==> src/rtl/lcs_pkg.sv <==
package lcs_pkg;
    typedef enum logic [1:0] {
        RUN_CONT = 2'd0,
        SKIP_OFF = 2'd1,
        BURST_ON = 2'd2
    } lcs_state_e;
endpackage

==> src/rtl/lcs_skip_lookup.sv <==
module lcs_skip_lookup #(
    parameter int LOAD_W = 8,
    parameter int IDX_W  = 2,
    parameter int CNT_W  = 3
) (
    input  logic [LOAD_W-1:0]              load_est,
    input  logic [(2**IDX_W)*CNT_W-1:0]    skip_tbl,
    output logic [CNT_W-1:0]               skip_n
);
    localparam int NBINS = 2 ** IDX_W;

    logic [IDX_W-1:0] bin;
    logic [CNT_W-1:0] fields [NBINS];
    logic [CNT_W-1:0] raw;

    assign bin = load_est[LOAD_W-1 -: IDX_W];

    for (genvar g = 0; g < NBINS; g++) begin : g_field
        assign fields[g] = skip_tbl[g*CNT_W +: CNT_W];
    end

    assign raw    = fields[bin];
    assign skip_n = (raw == '0) ? CNT_W'(1) : raw;
endmodule

==> src/rtl/lcs_load_compare.sv <==
module lcs_load_compare #(
    parameter int LOAD_W = 8
) (
    input  logic [LOAD_W-1:0] load_est,
    input  logic [LOAD_W-1:0] thresh,
    input  logic [LOAD_W-1:0] hyst,
    output logic              below_entry,
    output logic              above_exit
);
    logic [LOAD_W:0] exit_level;

    assign exit_level  = {1'b0, thresh} + {1'b0, hyst};
    assign below_entry = load_est < thresh;
    assign above_exit  = {1'b0, load_est} > exit_level;
endmodule

==> src/rtl/lcs_cycle_counter.sv <==
module lcs_cycle_counter #(
    parameter int CNT_W = 3
) (
    input  logic             clk,
    input  logic             rst_n,
    input  logic             load_en,
    input  logic [CNT_W-1:0] load_val,
    input  logic             dec_en,
    output logic [CNT_W-1:0] cnt,
    output logic             last
);
    always_ff @(posedge clk) begin
        if (!rst_n) begin
            cnt <= CNT_W'(1);
        end else if (load_en) begin
            cnt <= load_val;
        end else if (dec_en && cnt > CNT_W'(1)) begin
            cnt <= cnt - CNT_W'(1);
        end
    end

    assign last = (cnt == CNT_W'(1));
endmodule

==> src/rtl/line_cycle_skipper.sv <==
module line_cycle_skipper
    import lcs_pkg::*;
#(
    parameter int LOAD_W = 8,
    parameter int IDX_W  = 2,
    parameter int CNT_W  = 3
) (
    input  logic                           clk,
    input  logic                           rst_n,
    input  logic [LOAD_W-1:0]              load_est,
    input  logic [LOAD_W-1:0]              thresh,
    input  logic [LOAD_W-1:0]              hyst,
    input  logic [(2**IDX_W)*CNT_W-1:0]    skip_tbl,
    input  logic                           zc_stb,
    input  logic                           zc_pos,
    output logic                           conv_en
);
    lcs_state_e       state_q, state_d;
    logic [CNT_W-1:0] skip_n;
    logic [CNT_W-1:0] cnt_q;
    logic             cnt_last;
    logic             below_entry, above_exit;
    logic             pos_zc, any_zc;
    logic             cnt_load, cnt_dec;

    assign any_zc = zc_stb;
    assign pos_zc = zc_stb && zc_pos;

    lcs_skip_lookup #(.LOAD_W(LOAD_W), .IDX_W(IDX_W), .CNT_W(CNT_W)) lookup_i (
        .load_est (load_est),
        .skip_tbl (skip_tbl),
        .skip_n   (skip_n)
    );

    lcs_load_compare #(.LOAD_W(LOAD_W)) cmp_i (
        .load_est    (load_est),
        .thresh      (thresh),
        .hyst        (hyst),
        .below_entry (below_entry),
        .above_exit  (above_exit)
    );

    lcs_cycle_counter #(.CNT_W(CNT_W)) cnt_i (
        .clk      (clk),
        .rst_n    (rst_n),
        .load_en  (cnt_load),
        .load_val (skip_n),
        .dec_en   (cnt_dec),
        .cnt      (cnt_q),
        .last     (cnt_last)
    );

    always_comb begin
        state_d = state_q;
        unique case (state_q)
            RUN_CONT: begin
                if (pos_zc && below_entry) state_d = SKIP_OFF;
            end
            SKIP_OFF: begin
                if (any_zc && above_exit)      state_d = RUN_CONT;
                else if (pos_zc && cnt_last)   state_d = BURST_ON;
            end
            BURST_ON: begin
                if (any_zc && above_exit)      state_d = RUN_CONT;
                else if (pos_zc)               state_d = SKIP_OFF;
            end
            default: state_d = RUN_CONT;
        endcase
    end

    assign cnt_load = (state_d == SKIP_OFF) && (state_q != SKIP_OFF);
    assign cnt_dec  = (state_q == SKIP_OFF) && pos_zc && !above_exit && !cnt_last;

    always_ff @(posedge clk) begin
        if (!rst_n) state_q <= RUN_CONT;
        else        state_q <= state_d;
    end

    always_comb begin
        unique case (state_q)
            SKIP_OFF: conv_en = 1'b0;
            default:  conv_en = 1'b1;
        endcase
    end
endmodule

==> config.mk <==
export PLATFORM = sky130hd
export DESIGN_NAME = line_cycle_skipper
export DESIGN_NICKNAME = d
export VERILOG_FILES = /design/src/rtl/lcs_pkg.sv /design/src/rtl/lcs_skip_lookup.sv /design/src/rtl/lcs_load_compare.sv /design/src/rtl/lcs_cycle_counter.sv /design/src/rtl/line_cycle_skipper.sv
export SDC_FILE = /design/constraint.sdc
export NUM_CORES = 1
export LEC_CHECK = 0
export CORE_UTILIZATION = 48
export DETAILED_ROUTE_END_ITERATION = 12
export PLACE_DENSITY = 0.95
export SYNTH_ARGS = -nofsm -noshare
export SYNTH_HDL_FRONTEND = slang
export SYNTH_SLANG_ARGS = --single-unit
==> constraint.sdc <==
create_clock -name clk -period 9.95 [get_ports clk]
set_input_delay 1.4925 -clock clk [delete_from_list [all_inputs] [get_ports clk]]
set_output_delay 1.4925 -clock clk [all_outputs]
set_load 0.1 [all_outputs]
; Word-level counts from Yosys, hierarchy flattened
; Index checks and enable logic that the tools add are counted.
[op_classes]
n_addsub = 2
n_lt_le_gt_ge = 4
eq_ne = 5
mux = 13
n_bitwise = 1
n_reduce_logical = 14
[ops]
columns = operator, count
row1 = 3-bit two-way mux, 5
row2 = 2-bit two-way mux, 5
row3 = 8-bit by 8-bit adder with 9-bit output, 1
row4 = 8-bit by 9-bit > comparator with 1-bit output, 1
row5 = 1-bit logical AND, 9
row6 = 8-bit < comparator, 1
row7 = 3-bit binary-select mux with 2-bit select, 1
row8 = 2-bit case mux with 3 select lines, 1
row9 = "2-bit by 1-bit equality test with 1-bit output, second input constant", 2
row10 = "3-bit by 1-bit equality test with 1-bit output, second input constant", 1
row11 = "3-bit >= comparator, second input constant", 1
row12 = "3-bit by 1-bit > comparator with 1-bit output, second input constant", 1
row13 = 3-bit logical NOT, 1
row14 = 2-bit NOT with 3-bit output, 1
row15 = "3-bit by 1-bit subtractor with 3-bit output, second input constant", 1
row16 = "2-bit equality test, second input constant", 1
row17 = 1-bit logical NOT, 2
row18 = 2-bit logical NOT, 1
row19 = "2-bit by 1-bit != test with 1-bit output, second input constant", 1
row20 = 2-bit nonzero test, 1
row21 = 1-bit two-way mux, 1
[word_totals]
regBits = 5
output_inout_bits = 1

; Logic depth before layout (Yosys ltp)
; Gate-level depths: netlist of run 1.
[depth]
depth_word = 8
mapped_depth = 15
ltp_nobuf = 15

; Modules after synthesis
; Synthesis of run 1 repeated with hierarchy kept, for this count alone.
[hier_totals]
hier_cells = 129
hier_area_um2 = 1081.0
[modules_own_cells]
columns = module, instances, cells_each, area_each_um2, seq_area_each_um2
row1 = lcs_load_compare, 1, 79, 655.6, 0.0
row2 = lcs_cycle_counter, 1, 28, 206.4, 60.1
row3 = line_cycle_skipper, 1, 18, 140.1, 40.0
row4 = lcs_skip_lookup, 1, 4, 78.8, 0.0

; Worst setup path after synthesis of run 1
; No wires, ideal clock.
[synth_path]
kind = input -> register
startpoint = in thresh[0]
endpoint = reg cnt_i.cnt[2]
setup_time_ps = 88
arrival_ps = 4254
t_required_ps = 9862
path_slack_ps = 5608
stages = 15
n_path_buf = 0
path_cell_list = ha_1 -> inv_1 -> fa_1 -> and2b_1 -> o31ai_2 -> nand2_1 -> a21oi_1 -> xor2_1 -> ha_1 -> a22oi_2 -> o211ai_1 -> o221ai_2 -> nor2_2 -> or4b_4 -> a311oi_2
[synth_between]
elab_chain_cells = 8
elab_cells_between_ends = 17
cone_classes = 1 x add/sub / 2 x order compare / 1 x eq/ne / 5 x mux / 8 x reduce/logical
[synth_rtl]
columns = element, line
row1 = from (decl), line_cycle_skipper.sv:11  ; input logic [LOAD_W-1:0] thresh,
row2 = 8-bit by 8-bit adder with 9-bit output, lcs_load_compare.sv:12  ; assign exit_level = {1'b0, thresh} + {1'b0, hyst};
row3 = 8-bit by 9-bit > comparator with 1-bit output, lcs_load_compare.sv:14  ; assign above_exit = {1'b0, load_est} > exit_level;
row4 = 1-bit logical AND, "line_cycle_skipper.sv:60, line_cycle_skipper.sv:64"
row5 = 2-bit two-way mux (on tied branches), "line_cycle_skipper.sv:64, line_cycle_skipper.sv:60"
row6 = 2-bit case mux with 3 select lines, line_cycle_skipper.sv:55  ; unique case (state_q)
row7 = 2-bit by 1-bit equality test with 1-bit output, line_cycle_skipper.sv:71  ; assign cnt_load = (state_d == SKIP_OFF) && (state_q != SKIP_OFF);
row8 = 1-bit logical AND, line_cycle_skipper.sv:71
row9 = 3-bit two-way mux / 2-bit nonzero test (equally long branches), n/a
row10 = to (signal assigned), lcs_cycle_counter.sv:16  ; cnt <= load_val;
row11 = to (signal assigned), lcs_cycle_counter.sv:18  ; cnt <= cnt - CNT_W'(1);
row12 = to (decl), lcs_cycle_counter.sv:9  ; output logic [CNT_W-1:0] cnt,
; Parallel ways exist; a longest one is shown, timed or not.
; A chain may end at the register's enable or synchronous reset.

; Worst setup path in the final report of run 1
; Ends and elaborated chain as after synthesis.

==> run metrics, run 1 <==
later-pin clock latency in the skew report 240 ps; Clock Path Buffers 2; WL per Instance 14.9 µm; total track usage 0.258; area leader, netlist ha_1; FILL cells 154; DR pass1 iterations 4; Critical Path RT 10100 ps; FF+latch count, synth 5; number of port buffers 40; crit path DAT 4990 ps; nature of the critical path endpoint flop; synth unique cells 39; largest net degree at the start of global routing 9; cts bufs inserted 3; Worst IR Drop VDD 0.0814 mV; clock-pin slew on the worst setup and hold paths 50 ps; Avg Inst Size Synth 8.42 µm²; Resized cells post-CTS 0; Std-Cell Rows 16; vias 1153; die height 49.4 µm; Die Wd 49.4 µm; Worst-Margin Slew 957 ps; layout cells sized above 1 0.0930; number of post-CTS setup repair buffers 0; hold crit path type flop to flop; Power Internal 0.0774 mW; Pwr Density 82.6 mW/mm²; power after layout 0.127 mW; mapped cell area 0.00108 mm²; core area 0.00204 mm²; Post-synth ARST share 0; TritonCTS clock tree done; clk_skew 7.85 ps; main area contributors after synthesis ha_1 (29%), dfxtp_1 (9.3%), mux4_2 (6.3%); combinational power share 0.635; Post-route DRC 0; Max Clk Rate 206 MHz; nets 239; clock sink count 5; Initial Util 0.528; switching component of the power 0.0496 mW; Final Hold Fails 0; drt first-iter violations 28; slew margin rel. 0.360; Synth top area share 0.290; Finished Cell Area 0.00154 mm²; vias in the first global route 1222; register share of total power 0.180; EDFF count, synth 0; Slew Viols, Final 0; total of max-cap violations 0; Syn Inst Count 128; status complete, no violations; Tmin final 4850 ps; htree depth 1; main flop type after synthesis dfxtp_1; static leakage 0.658 nW; Sum Neg Setup Slack 0 ps; fin crit share 0.487; Clock Power Share 0.185; Root Buffer clkbuf_4; grt total ovfl 0; Routed Antenna Nets 0; top post-synthesis cells by count ha_1 (25), inv_1 (14), a21oi_1 (13); DP HPWL 2630 µm; WS Path Type input pin to flop; I/O pin count 41; initial antenna violation count 0; final wirelength 2960 µm; Syn Nets 194; via/cell ratio 5.79; final setup violation count 0; Yosys Warn Count 0; Final Wtd Congestion 0.914; most frequent cell after synthesis ha_1; Area after DPL 0.00151 mm²; DIE AREA 0.00244 mm²; antenna fix cells 0; Worst Path Max Fanout 8; switching share of power 0.390; RSZ-0062 raised after global routing no; synthesis-to-layout area growth 42.7%; first-pass GRT wire length 4870 µm; startpoint types input pin; Seq/Total Area, Yosys 0.0929; cts hold-fix bufs 0
[cell usage in the layout, fill, tap and decap left out, types with 2 or more instances in the layout]
master,instances
and2_1,2
mux4_2,3
nand4_1,4
xor2_1,4
nor3_1,3
o21a_1,3
inv_1,14
o21ai_0,7
a21o_1,2
clkbuf_4,3
nand2_1,6
nor2b_1,2
dfxtp_1,5
a21oi_1,13
nand2b_1,3
nor2_1,8
o2111ai_1,2
ha_1,25
clkdlybuf4s50_1,40
[worst max-delay path: stages]
cell             delay (ps)
clkdlybuf4s50_1         430
ha_1                    220
inv_1                    70
fa_1                    190
and2b_1                 210
o31ai_2                 240
nand2_1                  80
a21oi_1                 190
xor2_1                  190
ha_1                    280
a22oi_2                 140
o211ai_1                140
o221ai_2                250
nor2_2                  120
or4b_4                  500
a311oi_2                260
[metal layers]
| layer | up-vias | wire [µm] | global-route usage | share of wire |
|---|---|---|---|---|
| met5 | - | 0 | 0 | 0 |
| met4 | 0 | 120 | 0.119 | 0.040 |
| met3 | 14 | 91 | 0.0374 | 0.031 |
| met2 | 47 | 1630 | 0.527 | 0.55 |
| met1 | 520 | 1130 | 0.246 | 0.38 |
| li1 | 572 | - | - | - |
[worst paths after layout]
path,start,end,slack (ps),depth (start not counted)
hold / removal,cnt_i.cnt[1]$_SDFFE_PN0P_,cnt_i.cnt[1]$_SDFFE_PN0P_,530,2
setup reg to reg,state_q[0]$_SDFF_PN0_,cnt_i.cnt[1]$_SDFFE_PN0P_,8130,5
hold reg to reg,cnt_i.cnt[1]$_SDFFE_PN0P_,cnt_i.cnt[1]$_SDFFE_PN0P_,530,2
setup / recovery,thresh[0],cnt_i.cnt[2]$_SDFFE_PN0P_,5100,16
[power groups by stage]
stage	Sequential [mW]	Combinational, mW	Clock [mW]
6_report	0.0228	0.0806	0.0235
3_3_place_gp	0.0231	0.0745	0
2_1_floorplan	0.0227	0.0497	0
3_5_place_dp	0.0232	0.0798	0
5_1_grt	0.0230	0.0901	0.0252
4_1_cts	0.0228	0.0804	0.0238
[registers in the layout (all words and copies together), names as in the netlist]
name       cells
cnt_i.cnt      3
state_q        2
[layout make-up]
| cell class | instances | area [µm²] | area share |
|---|---|---|---|
| Timing Repair Buffer | 40 | 400 | 0.260 |
| Tap cell | 27 | 33.8 | 0.0220 |
| Sequential cell | 5 | 100 | 0.0651 |
| Multi-Input combinational cell | 109 | 925 | 0.601 |
| Clock buffer | 4 | 26.3 | 0.0171 |
| Inverter | 14 | 52.6 | 0.0342 |
[per-stage QoR]
stage,setup WS [ps],utilization,cells,hold WS (ps)
3_3_place_gp,5050,0.740,195,514
5_1_grt,4840,0.753,199,557
4_1_cts,5060,0.753,199,533
3_5_place_dp,4840,0.740,195,527
2_1_floorplan,5610,-,128,462
6_report,5100,0.753,199,532
[cells by family after synthesis]
logic type / synth area share
adders and majority gates: 0.309
and+or+nand+nor: 0.178
xor gates and xnor gates: 0.0406
AOI/OAI and AO/OA: 0.268
buffers and inverters: 0.0488
DFF: 0.0929
muxes: 0.0627
(Power assumes the default switching activity.)
==> inputs of run 2 (changes only) <==
- CORE_UTILIZATION: 48 -> 40
- PLACE_DENSITY: 0.95 -> 0.88
- clock period: 9.95 -> 3.9 ns (I/O delays scaled with it)
==> run 2 against run 1 <==
Die area increased by 19%. Sequential power rose to 2.5 times the previous value. Register-to-register slack worse by 5900 ps. Clock-buffer cell count unchanged. Setup slack got worse by 4900 ps. Routed wire length is 8.7% lower.
==> run metrics, run 2 (same netlist as run 1, synthesis figures left out) <==
Slew Viols, Final 0 (unchanged); nets 243 (+1.7%); DIE AREA 0.00290 mm² (+19%); Pwr Density 209 mW/mm² (+150%); crit path DAT 3860 ps (-1130 ps); final setup violation count 0 (unchanged); layout cells sized above 1 0.125 (+0.0320); slew margin rel. 0.358 (-0.00210); Worst Slack Setup Final 196 ps (-4910 ps); family with the most delay on the worst path adder cells; Routed Antenna Nets 0 (unchanged); antenna fix cells 0 (unchanged); Worst-Margin Slew 960 ps (+3.14 ps); Area after DPL 0.00155 mm² (+2.2%); Resized cells post-CTS 0 (unchanged); TritonCTS clock tree done; Max Clk Rate 270 MHz; Finished Cell Area 0.00158 mm² (+2.6%); Root Buffer clkbuf_4; static leakage 0.675 nW (+2.7%); Reg with most FFs cnt_i.cnt; worst-path cell chain clkdlybuf4s50_1, ha_2, inv_1, fa_1, and2b_1, o31ai_2, nand2_1, a21oi_2, xor2_1, ha_1, a22oi_2, o211ai_1, o221ai_2, nor2_2, buf_4, or3_1, a311oi_1; via/cell ratio 5.49 (-5.3%); slowest CP cell clkdlybuf4s50_1; slowest stage delay, CP 500 ps (about the same); commonest non-fill, non-tap cell in the layout clkdlybuf4s50_1; hold crit path type flop to flop; I/O pin count 41 (unchanged); Die Wd 53.9 µm (+9.2%); Worst Path Max Fanout 7 (-1); Layout Cells excl Fill 206 (+3.5%); core area 0.00250 mm² (+22%); cts hold-fix bufs 0 (unchanged); max reg flops 3 (unchanged); RSZ-0062 raised after global routing no; WS Path Type input pin to flop; fin crit share 0.950; htree depth 1 (unchanged); Largest regs cnt_i.cnt (3), state_q (2); Critical Path RT 4060 ps (-6040 ps); WL per Instance 13.1 µm (-12%); die height 53.9 µm (+9.2%); number of port buffers 40 (unchanged); Post-route DRC 0 (unchanged); Final Wtd Congestion 0.844 (-7.7%); synthesis-to-layout area growth 46.5%; cts bufs inserted 3 (unchanged); worst hold slack 507 ps (-24.9 ps); status complete, no violations; vias in the first global route 1123 (-8.1%); most frequent cells in the layout clkdlybuf4s50_1 (40), ha_1 (24), inv_1 (14); clock-pin slew on the worst setup and hold paths 50 ps (about the same); Buf/Inv on CP 3 (+1); first-pass GRT wire length 4600 µm (-5.5%); total track usage 0.213 (-0.0452); Final Hold Fails 0 (unchanged); final wirelength 2700 µm (-8.7%); DP HPWL 2430 µm (-7.9%); Worst IR Drop VDD 0.132 mV (+62%); largest net degree at the start of global routing 8 (-1); drt first-iter violations 13 (-54%); DR pass1 iterations 4 (unchanged); vias 1130 (-2.0%); Initial Util 0.431 (-0.0966); nature of the critical path endpoint flop; power after layout 0.330 mW (+160%); total of max-cap violations 0 (unchanged); dpl cells 202 (+3.6%); Clock Path Buffers 2 (unchanged); initial antenna violation count 0 (unchanged); number of post-CTS setup repair buffers 0 (unchanged); Tmin final 3700 ps; grt total ovfl 0 (unchanged); worst slack at placement -99.7 ps (-4940 ps); clock sink count 5 (unchanged); clk_skew 4.16 ps (-3.69 ps); Std-Cell Rows 18 (+2); later-pin clock latency in the skew report 240 ps (about the same); startpoint types input pin
-- run 2: cell types whose count changed in the layout (fill, tap and decap cells not counted) --
cell / change
ha_2: +1
a21oi_1: -1
a21oi_2: +1
ha_1: -1
buf_4: +4
-- run 2: cell type report --
class	count	area, µm²
repair buffers	44	430
flip-flops and latches	5	100
well taps	30	37.5
fillers	207	922
multi-input cells	109	931
clock buffers	4	26.3
inverters	14	52.6
-- run 2: worst paths after layout --
path	startpoint	end	slack (ps)	cells past startpoint
worst min register to register	cnt_i.cnt[1]$_SDFFE_PN0P_	cnt_i.cnt[1]$_SDFFE_PN0P_	510	2
worst max register to register	state_q[0]$_SDFF_PN0_	cnt_i.cnt[2]$_SDFFE_PN0P_	2220	5
worst min-delay path	cnt_i.cnt[1]$_SDFFE_PN0P_	cnt_i.cnt[1]$_SDFFE_PN0P_	510	2
worst max-delay path	thresh[0]	cnt_i.cnt[1]$_SDFFE_PN0P_	200	17
-- run 2: metal layers --
metal | share of wire | wire, µm | track usage
met2 | 0.49 | 1310 | 0.358
met5 | 0 | 0 | 0
met3 | 0.037 | 101 | 0.0198
met4 | 0.014 | 39 | 0.0614
met1 | 0.46 | 1250 | 0.286
-- run 2: per-stage QoR --
| step | util | TNS, ps |
|---|---|---|
| floorplan | - | 0 |
| global placement | 0.618 | 0 |
| detailed placement | 0.618 | -195 |
| CTS | 0.629 | 0 |
| global route | 0.631 | 0 |
| finish | 0.631 | 0 |
-- run 2: power by group --
group | total, mW | internal [mW] | leakage [nW] | switching [mW]
sequential | 0.0581 | 0.0551 | 0.0409 | 0.00302
clock | 0.0613 | 0.0388 | 0.0150 | 0.0225
combinational | 0.211 | 0.110 | 0.620 | 0.100
total | 0.330 | 0.204 | 0.675 | 0.126
-- run 2: tightest hold or removal path, cell delays in order (launching register included) --
cell	delay (ps)
dfxtp_1	310
o41ai_1	70
a311oi_1	80
==> inputs of run 3 (changes only) <==
- CAP_MARGIN: not set -> 20
- SLEW_MARGIN: not set -> 15
==> results of run 3 <==
The final DEF is identical to that of run 2; final timing and power are the same.
